==> config.mk <==
export PLATFORM = sky130hd
export DESIGN_NAME = i2c_scl_timer
export DESIGN_NICKNAME = d
export VERILOG_FILES = /design/src/rtl/i2c_scl_pkg.sv /design/src/rtl/scl_cfg_regs.sv /design/src/rtl/scl_phase_calc.sv /design/src/rtl/scl_hold_gen.sv /design/src/rtl/scl_phase_fsm.sv /design/src/rtl/i2c_scl_timer.sv
export SDC_FILE = /design/constraint.sdc
export NUM_CORES = 1
export LEC_CHECK = 0
export BUFFER_PORTS_ARGS = -buffer_cell sky130_fd_sc_hd__clkbuf_2
export CORE_MARGIN = 8
export CORE_UTILIZATION = 24
export DETAILED_ROUTE_END_ITERATION = 10
export MAX_ROUTING_LAYER = met4
export PLACE_DENSITY_LB_ADDON = 0.12
export SETUP_SLACK_MARGIN = 0.02
export SLEW_MARGIN = 10
export SYNTH_ARGS = -nofsm -noshare
export SYNTH_HDL_FRONTEND = slang
export SYNTH_SLANG_ARGS = --single-unit
==> constraint.sdc <==
create_clock -name clk -period 14.15 [get_ports clk]
set_input_delay 0.7075 -clock clk [delete_from_list [all_inputs] [get_ports clk]]
set_output_delay 0.7075 -clock clk [all_outputs]
set_load 0.01 [all_outputs]
==> src/rtl/i2c_scl_pkg.sv <==
package i2c_scl_pkg;
   typedef enum logic [1:0] {PH_IDLE = 2'd0, PH_LOW = 2'd1, PH_HIGH = 2'd2} scl_phase_e;

   localparam logic [2:0] A_CTRL   = 3'd0;
   localparam logic [2:0] A_STD_HI = 3'd1;
   localparam logic [2:0] A_STD_LO = 3'd2;
   localparam logic [2:0] A_FST_HI = 3'd3;
   localparam logic [2:0] A_FST_LO = 3'd4;
   localparam logic [2:0] A_SPIKE  = 3'd5;
   localparam logic [2:0] A_HOLD   = 3'd6;

   localparam logic [1:0] MODE_STD  = 2'd1;
   localparam logic [1:0] MODE_FAST = 2'd2;
endpackage

==> src/rtl/scl_cfg_regs.sv <==
module scl_cfg_regs
   import i2c_scl_pkg::*;
#(
   parameter int CW = 16,
   parameter int SW = 8
) (
   input  logic          clk,
   input  logic          rst_n,
   input  logic          wr_en,
   input  logic [2:0]    wr_addr,
   input  logic [CW-1:0] wr_data,
   output logic [CW-1:0] std_hi,
   output logic [CW-1:0] std_lo,
   output logic [CW-1:0] fst_hi,
   output logic [CW-1:0] fst_lo,
   output logic [SW-1:0] spike,
   output logic [CW-1:0] hold,
   output logic          fast_sel
);
   always_ff @(posedge clk or negedge rst_n) begin
      if (!rst_n) begin
         std_hi   <= '0;
         std_lo   <= '0;
         fst_hi   <= '0;
         fst_lo   <= '0;
         spike    <= '0;
         hold     <= '0;
         fast_sel <= 1'b0;
      end else if (wr_en) begin
         case (wr_addr)
            A_CTRL: begin
               if (wr_data[1:0] == MODE_STD)       fast_sel <= 1'b0;
               else if (wr_data[1:0] == MODE_FAST) fast_sel <= 1'b1;
            end
            A_STD_HI: std_hi <= wr_data;
            A_STD_LO: std_lo <= wr_data;
            A_FST_HI: fst_hi <= wr_data;
            A_FST_LO: fst_lo <= wr_data;
            A_SPIKE:  spike  <= wr_data[SW-1:0];
            A_HOLD:   hold   <= wr_data;
            default: ;
         endcase
      end
   end

   AST_MODE_KEEP: assert property (@(posedge clk) disable iff (!rst_n)
      (wr_en && wr_addr == A_CTRL && wr_data[1:0] != MODE_STD && wr_data[1:0] != MODE_FAST)
      |=> $stable(fast_sel));
   AST_MODE_FAST: assert property (@(posedge clk) disable iff (!rst_n)
      (wr_en && wr_addr == A_CTRL && wr_data[1:0] == MODE_FAST) |=> fast_sel);
endmodule

==> src/rtl/scl_phase_calc.sv <==
module scl_phase_calc #(
   parameter int CW       = 16,
   parameter int SW       = 8,
   parameter int PW       = 18,
   parameter int MIN_HI   = 6,
   parameter int MIN_LO   = 8,
   parameter int DEF_HOLD = 4
) (
   input  logic          fast_sel,
   input  logic [CW-1:0] std_hi,
   input  logic [CW-1:0] std_lo,
   input  logic [CW-1:0] fst_hi,
   input  logic [CW-1:0] fst_lo,
   input  logic [SW-1:0] spike,
   input  logic [CW-1:0] hold,
   output logic [PW-1:0] hi_len,
   output logic [PW-1:0] lo_len,
   output logic [CW-1:0] hold_len
);
   localparam logic [CW-1:0] MIN_HI_C  = CW'(MIN_HI);
   localparam logic [CW-1:0] MIN_LO_C  = CW'(MIN_LO);
   localparam logic [CW-1:0] DEF_HLD_C = CW'(DEF_HOLD);
   localparam logic [PW-1:0] HI_FIXED  = PW'(7);

   logic [CW-1:0] sel_hi, sel_lo, cl_hi, cl_lo;

   assign sel_hi = fast_sel ? fst_hi : std_hi;
   assign sel_lo = fast_sel ? fst_lo : std_lo;

   generate
      if (MIN_HI > 0) begin : g_hi_clamp
         assign cl_hi = (sel_hi < MIN_HI_C) ? MIN_HI_C : sel_hi;
      end else begin : g_hi_raw
         assign cl_hi = sel_hi;
      end
      if (MIN_LO > 0) begin : g_lo_clamp
         assign cl_lo = (sel_lo < MIN_LO_C) ? MIN_LO_C : sel_lo;
      end else begin : g_lo_raw
         assign cl_lo = sel_lo;
      end
   endgenerate

   assign hi_len   = PW'(cl_hi) + PW'(spike) + HI_FIXED;
   assign lo_len   = PW'(cl_lo) + PW'(1);
   assign hold_len = (hold == '0) ? DEF_HLD_C : hold;
endmodule

==> src/rtl/scl_hold_gen.sv <==
module scl_hold_gen #(
   parameter int CW = 16
) (
   input  logic          clk,
   input  logic          rst_n,
   input  logic          in_low,
   input  logic [CW-1:0] hold_len,
   output logic          sda_ok
);
   logic [CW-1:0] lcnt_q;

   always_ff @(posedge clk or negedge rst_n) begin
      if (!rst_n)              lcnt_q <= '0;
      else if (!in_low)        lcnt_q <= '0;
      else if (lcnt_q != '1)   lcnt_q <= lcnt_q + 1'b1;
   end

   assign sda_ok = in_low && (lcnt_q >= hold_len);

   AST_CNT_IDLE_ZERO: assert property (@(posedge clk) disable iff (!rst_n)
      !in_low |=> (lcnt_q == '0));
endmodule

==> src/rtl/scl_phase_fsm.sv <==
module scl_phase_fsm
   import i2c_scl_pkg::*;
#(
   parameter int CW = 16,
   parameter int PW = 18
) (
   input  logic          clk,
   input  logic          rst_n,
   input  logic          enable,
   input  logic          run_req,
   input  logic [PW-1:0] hi_len,
   input  logic [PW-1:0] lo_len,
   input  logic [CW-1:0] hold_len,
   output logic          in_low,
   output logic          active,
   output logic [CW-1:0] w_hold
);
   scl_phase_e    state_q, state_n;
   logic [PW-1:0] cnt_q, cnt_n, w_hi, w_lo;
   logic          act_q, act_n, en_q, load, cnt_zero;

   assign load     = enable && !en_q && !act_q;
   assign cnt_zero = (cnt_q == '0);

   always_comb begin
      state_n = state_q;
      cnt_n   = cnt_q;
      act_n   = act_q;
      if (load) act_n = 1'b1;
      case (state_q)
         PH_IDLE: begin
            if (!enable) act_n = 1'b0;
            else if (act_q && run_req) begin
               state_n = PH_LOW;
               cnt_n   = w_lo - 1'b1;
            end
         end
         PH_LOW: begin
            if (!cnt_zero) cnt_n = cnt_q - 1'b1;
            else if (enable) begin
               state_n = PH_HIGH;
               cnt_n   = w_hi - 1'b1;
            end else begin
               state_n = PH_IDLE;
               cnt_n   = '0;
               act_n   = 1'b0;
            end
         end
         PH_HIGH: begin
            if (!cnt_zero) cnt_n = cnt_q - 1'b1;
            else if (enable && run_req) begin
               state_n = PH_LOW;
               cnt_n   = w_lo - 1'b1;
            end else begin
               state_n = PH_IDLE;
               cnt_n   = '0;
               if (!enable) act_n = 1'b0;
            end
         end
         default: begin
            state_n = PH_IDLE;
            cnt_n   = '0;
         end
      endcase
   end

   always_ff @(posedge clk or negedge rst_n) begin
      if (!rst_n) begin
         state_q <= PH_IDLE;
         cnt_q   <= '0;
         act_q   <= 1'b0;
         en_q    <= 1'b0;
         w_hi    <= '0;
         w_lo    <= '0;
         w_hold  <= '0;
      end else begin
         state_q <= state_n;
         cnt_q   <= cnt_n;
         act_q   <= act_n;
         en_q    <= enable;
         if (load) begin
            w_hi   <= hi_len;
            w_lo   <= lo_len;
            w_hold <= hold_len;
         end
      end
   end

   assign in_low = (state_q == PH_LOW);
   assign active = act_q;

   AST_LOW_NEEDS_ACT: assert property (@(posedge clk) disable iff (!rst_n)
      (state_q != PH_IDLE) |-> act_q);
   AST_STATUS_SET: assert property (@(posedge clk) disable iff (!rst_n)
      $rose(act_q) |-> $past(enable));
   AST_CLEAR_AT_REST: assert property (@(posedge clk) disable iff (!rst_n)
      $fell(act_q) |-> (state_q == PH_IDLE));
   AST_LOW_BOUND: assert property (@(posedge clk) disable iff (!rst_n)
      (state_q == PH_LOW) |-> (cnt_q < w_lo));
   AST_HIGH_BOUND: assert property (@(posedge clk) disable iff (!rst_n)
      (state_q == PH_HIGH) |-> (cnt_q < w_hi));
   AST_RUN_STOP: assert property (@(posedge clk) disable iff (!rst_n)
      (state_q == PH_HIGH && cnt_zero && !run_req) |=> (state_q == PH_IDLE));
endmodule

==> src/rtl/i2c_scl_timer.sv <==
module i2c_scl_timer #(
   parameter int CW       = 16,
   parameter int SW       = 8,
   parameter int MIN_HI   = 6,
   parameter int MIN_LO   = 8,
   parameter int DEF_HOLD = 4
) (
   input  logic          clk,
   input  logic          rst_n,
   input  logic          wr_en,
   input  logic [2:0]    wr_addr,
   input  logic [CW-1:0] wr_data,
   input  logic          enable,
   input  logic          run_req,
   output logic          scl_out,
   output logic          sda_change_ok,
   output logic          enable_status
);
   localparam int PW = CW + 2;

   initial begin : p_param_chk
      assert (CW >= 8 && SW >= 1 && SW <= CW && DEF_HOLD > 0 && MIN_HI >= 0 && MIN_LO >= 0)
         else $error("i2c_scl_timer: illegal parameter set");
   end

   logic [CW-1:0] std_hi, std_lo, fst_hi, fst_lo, hold, hold_len, w_hold;
   logic [SW-1:0] spike;
   logic [PW-1:0] hi_len, lo_len;
   logic          fast_sel, in_low, sda_ok, active;

   scl_cfg_regs #(.CW(CW), .SW(SW)) u_regs (
      .clk(clk), .rst_n(rst_n), .wr_en(wr_en), .wr_addr(wr_addr), .wr_data(wr_data),
      .std_hi(std_hi), .std_lo(std_lo), .fst_hi(fst_hi), .fst_lo(fst_lo),
      .spike(spike), .hold(hold), .fast_sel(fast_sel));

   scl_phase_calc #(.CW(CW), .SW(SW), .PW(PW), .MIN_HI(MIN_HI), .MIN_LO(MIN_LO),
                    .DEF_HOLD(DEF_HOLD)) u_calc (
      .fast_sel(fast_sel), .std_hi(std_hi), .std_lo(std_lo), .fst_hi(fst_hi),
      .fst_lo(fst_lo), .spike(spike), .hold(hold),
      .hi_len(hi_len), .lo_len(lo_len), .hold_len(hold_len));

   scl_phase_fsm #(.CW(CW), .PW(PW)) u_fsm (
      .clk(clk), .rst_n(rst_n), .enable(enable), .run_req(run_req),
      .hi_len(hi_len), .lo_len(lo_len), .hold_len(hold_len),
      .in_low(in_low), .active(active), .w_hold(w_hold));

   scl_hold_gen #(.CW(CW)) u_hold (
      .clk(clk), .rst_n(rst_n), .in_low(in_low), .hold_len(w_hold), .sda_ok(sda_ok));

   assign scl_out       = !in_low;
   assign sda_change_ok = sda_ok;
   assign enable_status = active;

   AST_SDA_ONLY_LOW: assert property (@(posedge clk) disable iff (!rst_n)
      sda_change_ok |-> !scl_out);
   AST_HI_WORKING_FLOOR: assert property (@(posedge clk) disable iff (!rst_n)
      enable_status |-> (hi_len >= PW'(MIN_HI + 7)));
endmodule

==> After elaboration in Yosys (flattened, before gate mapping) <==
Index checks and enable logic that the tools add are counted.
{ "totals": {"reg_bits": 179, "inputBits": 24, "out_inout_bits": 3, "word_cells": 92} }
{ "classes": {"n_addsub": 7, "order_cmp": 3, "n_eq_ne": 16, "n_mux": 29, "reduce_logical": 22} }
{ "op_table": {"columns": ["op", "count"], "rows": [
  ["2-to-1 mux 16 bit", 7],
  ["2-to-1 mux 18 bit", 6],
  ["one-hot mux 18 bit (3 select lines)", 1],
  ["subtractor 18 x 1 -> 18 bit, second input constant", 3],
  ["adder 18 x 3 -> 18 bit, second input constant", 1],
  ["logical NOT 18 bit", 1],
  ["adder 16 x 1 -> 17 bit, second input constant", 1],
  ["adder 16 x 8 -> 17 bit", 1],
  ["adder 16 x 1 -> 16 bit, second input constant", 1],
  [">= comparator 16 bit", 1],
  ["logical NOT 16 bit", 1],
  ["< comparator 16 x 3 -> 1 bit, second input constant", 1],
  ["< comparator 16 x 4 -> 1 bit, second input constant", 1],
  ["!= test 16 bit, second input constant", 1],
  ["AND reduction 2 bit", 7],
  ["2-to-1 mux 2 bit", 5],
  ["equality test 3 bit, second input constant", 3],
  ["2-to-1 mux 1 bit", 8],
  ["equality test 3 x 2 -> 1 bit, second input constant", 2],
  ["!= test 2 bit, second input constant", 3],
  ["one-hot mux 2 bit (3 select lines)", 1],
  ["logical AND 1 bit", 5],
  ["equality test 2 x 1 -> 1 bit, second input constant", 2],
  ["equality test 2 bit, second input constant", 2],
  ["other kinds (9)", 12]
]} }

==> Depth between registers and ports, before layout <==
Gate-level depths: netlist (run 1).
{ "depth": {"word_depth": 8, "ltp_mapped": 18, "mapped_depth_nobuf": 15} }

==> By module <==
From an unflattened synthesis (run 1), not the netlist that was laid out.
{ "unflattened": {"cells_unflattened": 1016, "hier_area_um2": 10712.8} }
{ "modules_own_cells": {"columns": ["module", "n_inst", "cells_each", "area_per_inst_um2", "seq_area_each_um2"], "rows": [
  ["scl_phase_fsm", 1, 428, 4270.3, 1851.8],
  ["scl_cfg_regs", 1, 200, 3400.8, 2227.1],
  ["scl_phase_calc", 1, 247, 1796.7, 0.0],
  ["scl_hold_gen", 1, 140, 1241.2, 400.4],
  ["i2c_scl_timer", 1, 1, 3.8, 0.0]
]} }

==> Least setup slack after synthesis (run 1) <==
OpenSTA, ideal clock, no wires.
{ "synth_timing": {"path_type": "register -> register", "from": "reg u_regs.fast_sel", "to": "reg u_fsm.w_hi[14]", "setup_ps": 129, "t_arrival_ps": 4505, "t_required_ps": 14021, "slack_ps": 9516, "stages_incl_launch_ff": 18, "n_path_buf": 3, "period_less_slack_ps": 4634, "path_cell_list": "dfrtp_1 > buf_2 > buf_2 > buf_1 > mux2_2 > nor4_1 > nor3b_1 > nor2_1 > ha_1 > fa_1 > a211oi_2 > o21bai_1 > xnor2_1 > o2111ai_1 > or4b_4 > nor4b_4 > xor2_1 > o21ai_1"} }
{ "synth_between": {"elab_chain_cells": 5} }
{ "synth_lines": {"columns": ["item", "line_no", "source"], "rows": [
  ["start: declaration", "scl_cfg_regs.sv:18", "output logic fast_sel"],
  ["start signal: assignment", "scl_cfg_regs.sv:28", "fast_sel <= 1'b0;"],
  ["start signal: assignment", "scl_cfg_regs.sv:32", "if (wr_data[1:0] == MODE_STD) fast_sel <= 1'b0;"],
  ["start signal: assignment", "scl_cfg_regs.sv:33", "else if (wr_data[1:0] == MODE_FAST) fast_sel <= 1'b1;"],
  ["2-to-1 mux 16 bit *", "scl_phase_calc.sv:27", "assign sel_hi = fast_sel ? fst_hi : std_hi;"],
  ["< comparator 16 x 3 -> 1 bit", "scl_phase_calc.sv:32", "assign cl_hi = (sel_hi < MIN_HI_C) ? MIN_HI_C : sel_hi;"],
  ["2-to-1 mux 16 bit *", "scl_phase_calc.sv:32", null],
  ["adder 16 x 8 -> 17 bit *", "scl_phase_calc.sv:43", "assign hi_len = PW'(cl_hi) + PW'(spike) + HI_FIXED;"],
  ["adder 18 x 3 -> 18 bit *", "scl_phase_calc.sv:43", null],
  ["end signal: assignment", "scl_phase_fsm.sv:82", "w_hi <= hi_len;"],
  ["end: declaration", "scl_phase_fsm.sv:19", "logic [PW-1:0] cnt_q, cnt_n, w_hi, w_lo;"]
]} }
Every way passes the cells marked *; elsewhere a longest branch is shown, timed or not.
A chain may end at the register's enable or synchronous reset.

==> Worst setup path in the final report (run 1) <==
Ends and elaborated chain as after synthesis.

==> key figures, run 1 <==
Run status
  – Outcome: complete, no violations

STA
  – Worst Tran Pin Value: approximately 1100 ps
  – Tcrit/Tclk final: 0.340
  – # setup viols final: 0
  – Clock Skew: about 14 ps
  – Fmax: 208 MHz
  – Post-route minimum period: about 4800 ps
  – Worst slew margin: 0.250
  – Unrepaired setup endpoints after global routing: false
  – Hold Vio Cnt, Final: 0
  – Slew Limit Fails: 0
  – Worst hold slack: 229 ps
  – Setup TNS: 0 ps

Clock tree
  – H-tree depth: 4
  – CTS sink cnt: between 150 and 200
  – Post-CTS Repair Setup Buffers: 0
  – Post-CTS Hold Fix Bufs: 0
  – CTS tree: built
  – Clock Latency Late Sink: between 400 and 500 ps
  – Reg clk slew, reported paths: approximately 70 ps
  – Total CTS buffers: 17
  – Post_cts resized: 0
  – Bufs on Longest Clock Path: 2
  – Clock Tree Root: clkbuf_16

GRT
  – Initial antenna violation count: 0
  – Largest net degree at the start of global routing: 70
  – First-pass GRT wire length: ~45000 µm
  – Number of global-route vias before repair: ~7400
  – GRT overflow: 0
  – Total GRT Usage: 0.120

Detailed routing
  – Starting DRT DRC Count: 441
  – Routed wire length: between 20000 and 30000 µm
  – Routed wire per std cell: 18.0 µm
  – ANT nets after route: 0
  – Via density: about 4.7
  – Routed vias: approximately 7400
  – DRC errors left: 0
  – DR pass1 iterations: 4

Final layout
  – Final net count: ~1100
  – N_diodes: 0
  – Share of layout cells above drive strength 1: 0.171
  – Commonest cells after routing, fill and taps aside: dfrtp_1, nand2_1, mux2_2, o21ai_0, nor2_1
  – Layout area overhead: 13.0%
  – Most common cell after layout, fill and taps aside: dfrtp_1

Worst setup path
  – FF-to-FF path depth: 14
  – Worst endpoint data arrival time: between 5000 and 6000 ps
  – RR Startpoint: u_regs.fast_sel
  – Critical path required time: about 14000 ps
  – Worst setup SP type: register
  – CP Class: register to register
  – Worst r2r dst: u_fsm.w_hi[14]
  – CP max FO: 25
  – Worst reg-to-reg setup slack: between 9000 and 10000 ps
  – Crit. End Element: register

Job
  – Max Cap Viol: 0

Power
  – Sequential Power Share: 0.371
  – Power per cell area: 193 nW/µm²
  – LEAKAGE: a little under 5 nW
  – Switching share of total power: 0.409
  – Comb power frac: 0.417
  – Sw power: ~0.0009 W
  – Clock power frac: 0.212
  – Cell-internal power: about 0.0013 W
  – Total power: around 0.0022 W
  – VDD IR-drop max: about 0.085 mV

Floorplan
  – IO Pins: 27
  – Core box area: ~42000 µm²
  – Chip width: roughly 220 µm
  – Chip height: 222 µm
  – Initial core utilization: 0.243
  – Die ar.: just under 50000 µm²
  – Row count: 75

Place
  – HPWL after DPL: 21200 µm
  – GPL Wtd Cong: just under 0.8
  – # port buffers: 26

Yosys
  – Syn Std Cell Area: 10200 µm²
  – Register area share after synthesis: 0.437
  – Cell count after synthesis: roughly 1000
  – FFs w/ async S/R, synth: 1.00
  – Yosys warning count: 0
  – Seq cells post-synth: ~180
  – Primary FF master, synth: dfrtp_1
  – Synth cell types: a little under 80
  – Syn Nets: between 1000 and 1500
  – Synthesized area per cell: between 10 and 15 µm²
  – Post-synth EDFFs: 0

Min path
  – Hold WC Path Type: primary input to async pin
metrics by stage:
stage                     std cells  setup WS [ps]  utilization  area, µm²
after floorplan                1012           9520            -      10200
after global placement         1551           9420        0.261      11000
after detailed placement       1551           9310        0.261      11000
after CTS                      1582           9300        0.275      11500
after global routing           1582           8990        0.275      11500
final                          1582           9340        0.275      11500
logic make-up after synthesis:
kind of cell	count (synthesis)	share of synthesized area
muxes	117	0.126
and+or+nand+nor	317	0.159
buffers and inverters	71	0.0277
DFF	178	0.437
xor gates and xnor gates	93	0.0806
adders and majority gates	32	0.0400
AOI/OAI and AO/OA	204	0.130
flip-flops by register name (all words and copies together) (netlist names), 2 cells and up:
register	cells
u_fsm.cnt_q	18
u_fsm.w_hi	18
u_fsm.w_lo	17
u_fsm.w_hold	16
u_hold.lcnt_q	16
u_regs.fst_hi	16
u_regs.fst_lo	16
u_regs.hold	16
u_regs.std_hi	16
u_regs.std_lo	16
u_regs.spike	8
u_fsm.state_q	2
Yosys cell counts, types with 3 or more instances:
master      n  area share
dfrtp_1   178        0.44
nand2_1   106       0.039
mux2_2     92        0.10
o21ai_0    80       0.039
nor2_1     79       0.029
xor2_1     47       0.040
xnor2_1    45       0.039
inv_1      35       0.013
a21oi_1    32       0.016
ha_1       31       0.038
clkbuf_1   28       0.010
mux2i_1    25       0.025
nor3_1     16      0.0079
nand3_1    14      0.0069
nor4_1     14      0.0086
nand4_1    12      0.0074
a21o_1      9      0.0066
nand2b_1    9      0.0055
or3_1       9      0.0055
a22o_1      7      0.0060
a22oi_1     7      0.0052
and3_1      7      0.0043
nand4b_1    7      0.0060
o22ai_1     7      0.0043
nor3b_1     6      0.0044
o211ai_1    6      0.0044
a211o_1     5      0.0043
a221oi_1    5      0.0043
and2_1      5      0.0031
nor2b_1     5      0.0031
a31oi_1     4      0.0025
buf_2       4      0.0020
nand3b_1    4      0.0029
o21a_1      4      0.0029
o31ai_1     4      0.0029
or4_1       4      0.0029
a211oi_1    3      0.0022
a32o_1      3      0.0029
and3b_1     3      0.0026
nor4b_1     3      0.0026
o21ai_1     3      0.0015
how the worst max path moves through the flow:
| stage | start | to | slack (ps) | cells past startpoint |
|---|---|---|---|---|
| after floorplan | u_regs.fast_sel | u_fsm.w_hi[14] | 9520 | 17 |
| after global placement | u_regs.std_hi[15] | u_fsm.w_hi[14] | 9420 | 15 |
| after detailed placement | u_regs.fast_sel | u_fsm.w_hi[14] | 9310 | 14 |
| after CTS | u_regs.fast_sel | u_fsm.w_hi[14] | 9300 | 14 |
| after global routing | u_regs.fast_sel | u_fsm.w_hi[14] | 8990 | 14 |
| final | u_regs.fast_sel | u_fsm.w_hi[14] | 9340 | 14 |
layout make-up:
cell class / count / area (µm²)
Multi-Input combinational cell: 763 / 5480
Clock inverter: 10 / 98.8
Fill cell: 4406 / 30400
Inverter: 36 / 135
Timing Repair Buffer: 35 / 206
Clock buffer: 21 / 470
Sequential cell: 178 / 4460
Tap cell: 539 / 674
power groups by stage:
stage / Sequential, W / Clock [W] / Combinational [W]
after floorplan: 0.000775 / 0 / 0.000706
after global placement: 0.000835 / 0 / 0.000936
after detailed placement: 0.000836 / 0 / 0.000937
after CTS: 0.000827 / 0.000492 / 0.000941
after global routing: 0.000856 / 0.000510 / 0.00104
final: 0.000827 / 0.000473 / 0.000928
routing by layer:
layer,GRT usage,up-vias,wire [µm]
met5,-,-,0
met4,0.0287,0,304
met3,0.0204,16,585
met2,0.176,81,12700
met1,0.170,3603,14900
li1,-,3677,-
critical path, cell delays in order (launching register included):
cell	delay (ps)
dfrtp_2	690
mux2i_1	550
nand4b_1	190
nor3b_1	350
nor2_1	90
ha_1	220
fa_1	430
a211oi_2	350
o21bai_1	180
xnor2_1	230
o2111ai_1	250
or4b_4	570
nor4b_4	300
xor2_1	170
o21ai_1	70
(Power assumes the default switching activity.)
==> run 2: changes to the inputs <==
==> constraint.sdc (replaced) <==
create_clock -name clk -period 5.02 [get_ports clk]
set_input_delay 0.251 -clock clk [delete_from_list [all_inputs] [get_ports clk]]
set_output_delay 0.251 -clock clk [all_outputs]
set_load 0.01 [all_outputs]
==> key figures, run 2 (synthesized netlist as in run 1, its figures left out) <==
Clock tree
  – Clock Tree Root: clkbuf_16
  – Bufs on Longest Clock Path: 2 (unchanged)
  – Post-CTS Repair Setup Buffers: 0 (unchanged)
  – H-tree depth: 4 (unchanged)
  – Clock Latency Late Sink: 450 ps (about the same)
  – CTS tree: built
  – Total CTS buffers: 17 (unchanged)
  – CTS sink cnt: 178 (unchanged)
  – Reg clk slew, reported paths: 70 ps (about the same)

Min path
  – Hold WC Path Type: primary input to register
  – Hold Path Stages: 1
  – Hold endpoint: u_fsm.en_q
  – Hold path startpoint: enable

STA
  – Post-route minimum period: 4710 ps (-98.2 ps)
  – Setup TNS: 0 ps (unchanged)
  – Worst slew margin: 0.244 (-0.00593)
  – Unrepaired setup endpoints after global routing: false
  – # setup viols final: 0 (unchanged)
  – Fmax: 212 MHz (+2.1%)
  – Slew Limit Fails: 0 (unchanged)
  – Worst Tran Pin Value: 1120 ps (+8.77 ps)
  – Hold Vio Cnt, Final: 0 (unchanged)
  – Clock Skew: 10.3 ps (-3.63 ps)
  – Tcrit/Tclk final: 0.939 (+0.599)

GRT
  – GRT overflow: 0 (unchanged)
  – Initial antenna violation count: 0 (unchanged)
  – Largest net degree at the start of global routing: 150 (+110%)
  – First-pass GRT wire length: 45400 µm (+0.55%)
  – Total GRT Usage: 0.121 (+0.00123)
  – Number of global-route vias before repair: 7415 (+0.62%)

Floorplan
  – Chip height: 222 µm (unchanged)
  – Initial core utilization: 0.243 (unchanged)
  – Row count: 75 (unchanged)
  – Chip width: 222 µm (unchanged)
  – IO Pins: 27 (unchanged)
  – Die ar.: 49300 µm² (unchanged)
  – Core box area: 41900 µm² (unchanged)

Power
  – VDD IR-drop max: 0.262 mV (+210%)
  – Power per cell area: 540 nW/µm² (+180%)
  – LEAKAGE: 4.94 nW (+0.23%)

Worst setup path
  – FF-to-FF path depth: 15 (+1)
  – Critical-path cell list: or4_1 -> a2111oi_1 -> a31oi_1 -> nor3b_2 -> nor2_1 -> ha_1 -> fa_1 -> a211oi_2 -> o21bai_1 -> xnor2_1 -> o2111ai_1 -> or4b_4 -> nor4b_4 -> xor2_1 -> o21ai_1
  – CP max stage cell: or4b_4
  – Crit. End Element: register
  – CP max FO: 4 (-84%)
  – RR Startpoint: u_regs.std_hi[15]
  – Crit-path max cell delay: 580 ps (-110 ps)
  – Worst endpoint data arrival time: 5020 ps (-90 ps)
  – CP Class: register to register
  – Critical path required time: 5320 ps (-9130 ps)
  – Worst r2r dst: u_fsm.w_hi[14]
  – Buffers & Inverters on Critical Path: 0 (unchanged)
  – Crit path max-delay family: simple AND/OR/NAND/NOR gates
  – Worst setup SP type: register
  – Worst reg-to-reg setup slack: 310 ps (-9030 ps)

Final layout
  – Final net count: 1089 (+0.18%)
  – Most common cell after layout, fill and taps aside: dfrtp_1
  – Layout area overhead: 13.3%
  – N_diodes: 0 (unchanged)
  – Commonest cells after routing, fill and taps aside: dfrtp_1, nand2_1, mux2_2, o21ai_0, nor2_1
  – Share of layout cells above drive strength 1: 0.172 (+0.00142)
  – Final core utilization: 0.275 (+0.000716)
  – Biggest regs: u_fsm.cnt_q: 18 flops, u_fsm.w_hi: 18 flops, u_fsm.w_lo: 17 flops

Detailed routing
  – ANT nets after route: 0 (unchanged)
  – Routed vias: 7367 (-0.14%)
  – Met1 WL: 14900 µm (+0.35%)
  – Routed wire length: 28600 µm (+0.69%)
  – Met3 WL: 633 µm (+8.2%)
  – Routed wire per std cell: 18.1 µm (+0.50%)
  – Metal2 WL: 12700 µm (+0.21%)
  – Starting DRT DRC Count: 366 (-17%)
  – DRC errors left: 0 (unchanged)
  – Highest routed layer: met4
  – Via density: 4.65 (-0.32%)
  – DR pass1 iterations: 5 (+1)

Run status
  – Outcome: complete, no violations

Job
  – Max Cap Viol: 0 (unchanged)

Place
  – # port buffers: 26 (unchanged)
  – HPWL after DPL: 21300 µm (+0.67%)
  – GPL Wtd Cong: 0.774 (-1.9%)
## run 2: cell types whose count changed in the layout (fill, tap and decap cells not counted), sizes merged
cell,delta
bufinv,-1
dlygate4sd3,+1
buf,+1
inv,+1
clkinv,-1
clkbuf,+2
## run 2: where the power goes
part           switching (W)  internal, W  leakage, nW
clock               0.000615     0.000694        0.277
sequential          0.000445      0.00187         2.20
combinational        0.00149      0.00111         2.46
## run 2: worst register-to-register path, stage by stage (launching register included)
cell	delay (ps)
dfrtp_1	380
or4_1	540
a2111oi_1	390
a31oi_1	100
nor3b_2	270
nor2_1	90
ha_1	220
fa_1	420
a211oi_2	360
o21bai_1	180
xnor2_1	230
o2111ai_1	260
or4b_4	580
nor4b_4	320
xor2_1	180
o21ai_1	70
## run 2: routing by layer
metal,vias up,GRT usage
li1,3687,-
met1,3561,0.169
met2,104,0.181
met3,15,0.0165
met4,0,0.0368
met5,-,-
## run 2: cell type report
class,instances,area [µm²]
fillers,4419,30400
multi-input cells,763,5490
flip-flops and latches,178,4460
well taps,539,674
clock buffers,23,488
repair buffers,37,236
inverters,36,135
clock inverters,9,68.8
## run 2: what timing repair did
action,4_1_cts,5_1_grt
resized for setup,0,2
setup endpoints to repair,0,3
hold buffers,1,0
hold endpoints to repair,29,0
## run 2: worst max path at each step
stage | from | end | slack (ps) | depth (start not counted)
global route | u_regs.std_hi[15] | u_fsm.w_hi[14] | 60 | 15
finish | u_regs.std_hi[15] | u_fsm.w_hi[14] | 310 | 15
detailed placement | u_regs.std_hi[12] | u_fsm.w_hi[14] | 230 | 15
floorplan | u_regs.fast_sel | u_fsm.w_hi[14] | 390 | 17
global placement | u_regs.std_hi[15] | u_fsm.w_hi[14] | 260 | 15
CTS | u_regs.std_hi[12] | u_fsm.w_hi[14] | 200 | 15
## run 2: per-stage QoR
| step | std cells | setup WS (ps) | total power, W | hold WS, ps | area, µm² |
|---|---|---|---|---|---|
| after detailed placement | 1552 | 229 | 0.00500 | 182 | 11000 |
| after floorplan | 1012 | 386 | 0.00418 | -44.6 | 10200 |
| after global placement | 1552 | 265 | 0.00500 | 188 | 11000 |
| after CTS | 1585 | 197 | 0.00635 | 55.0 | 11500 |
| final | 1585 | 307 | 0.00623 | 81.3 | 11600 |
| after global routing | 1585 | 57.0 | 0.00676 | 65.8 | 11600 |
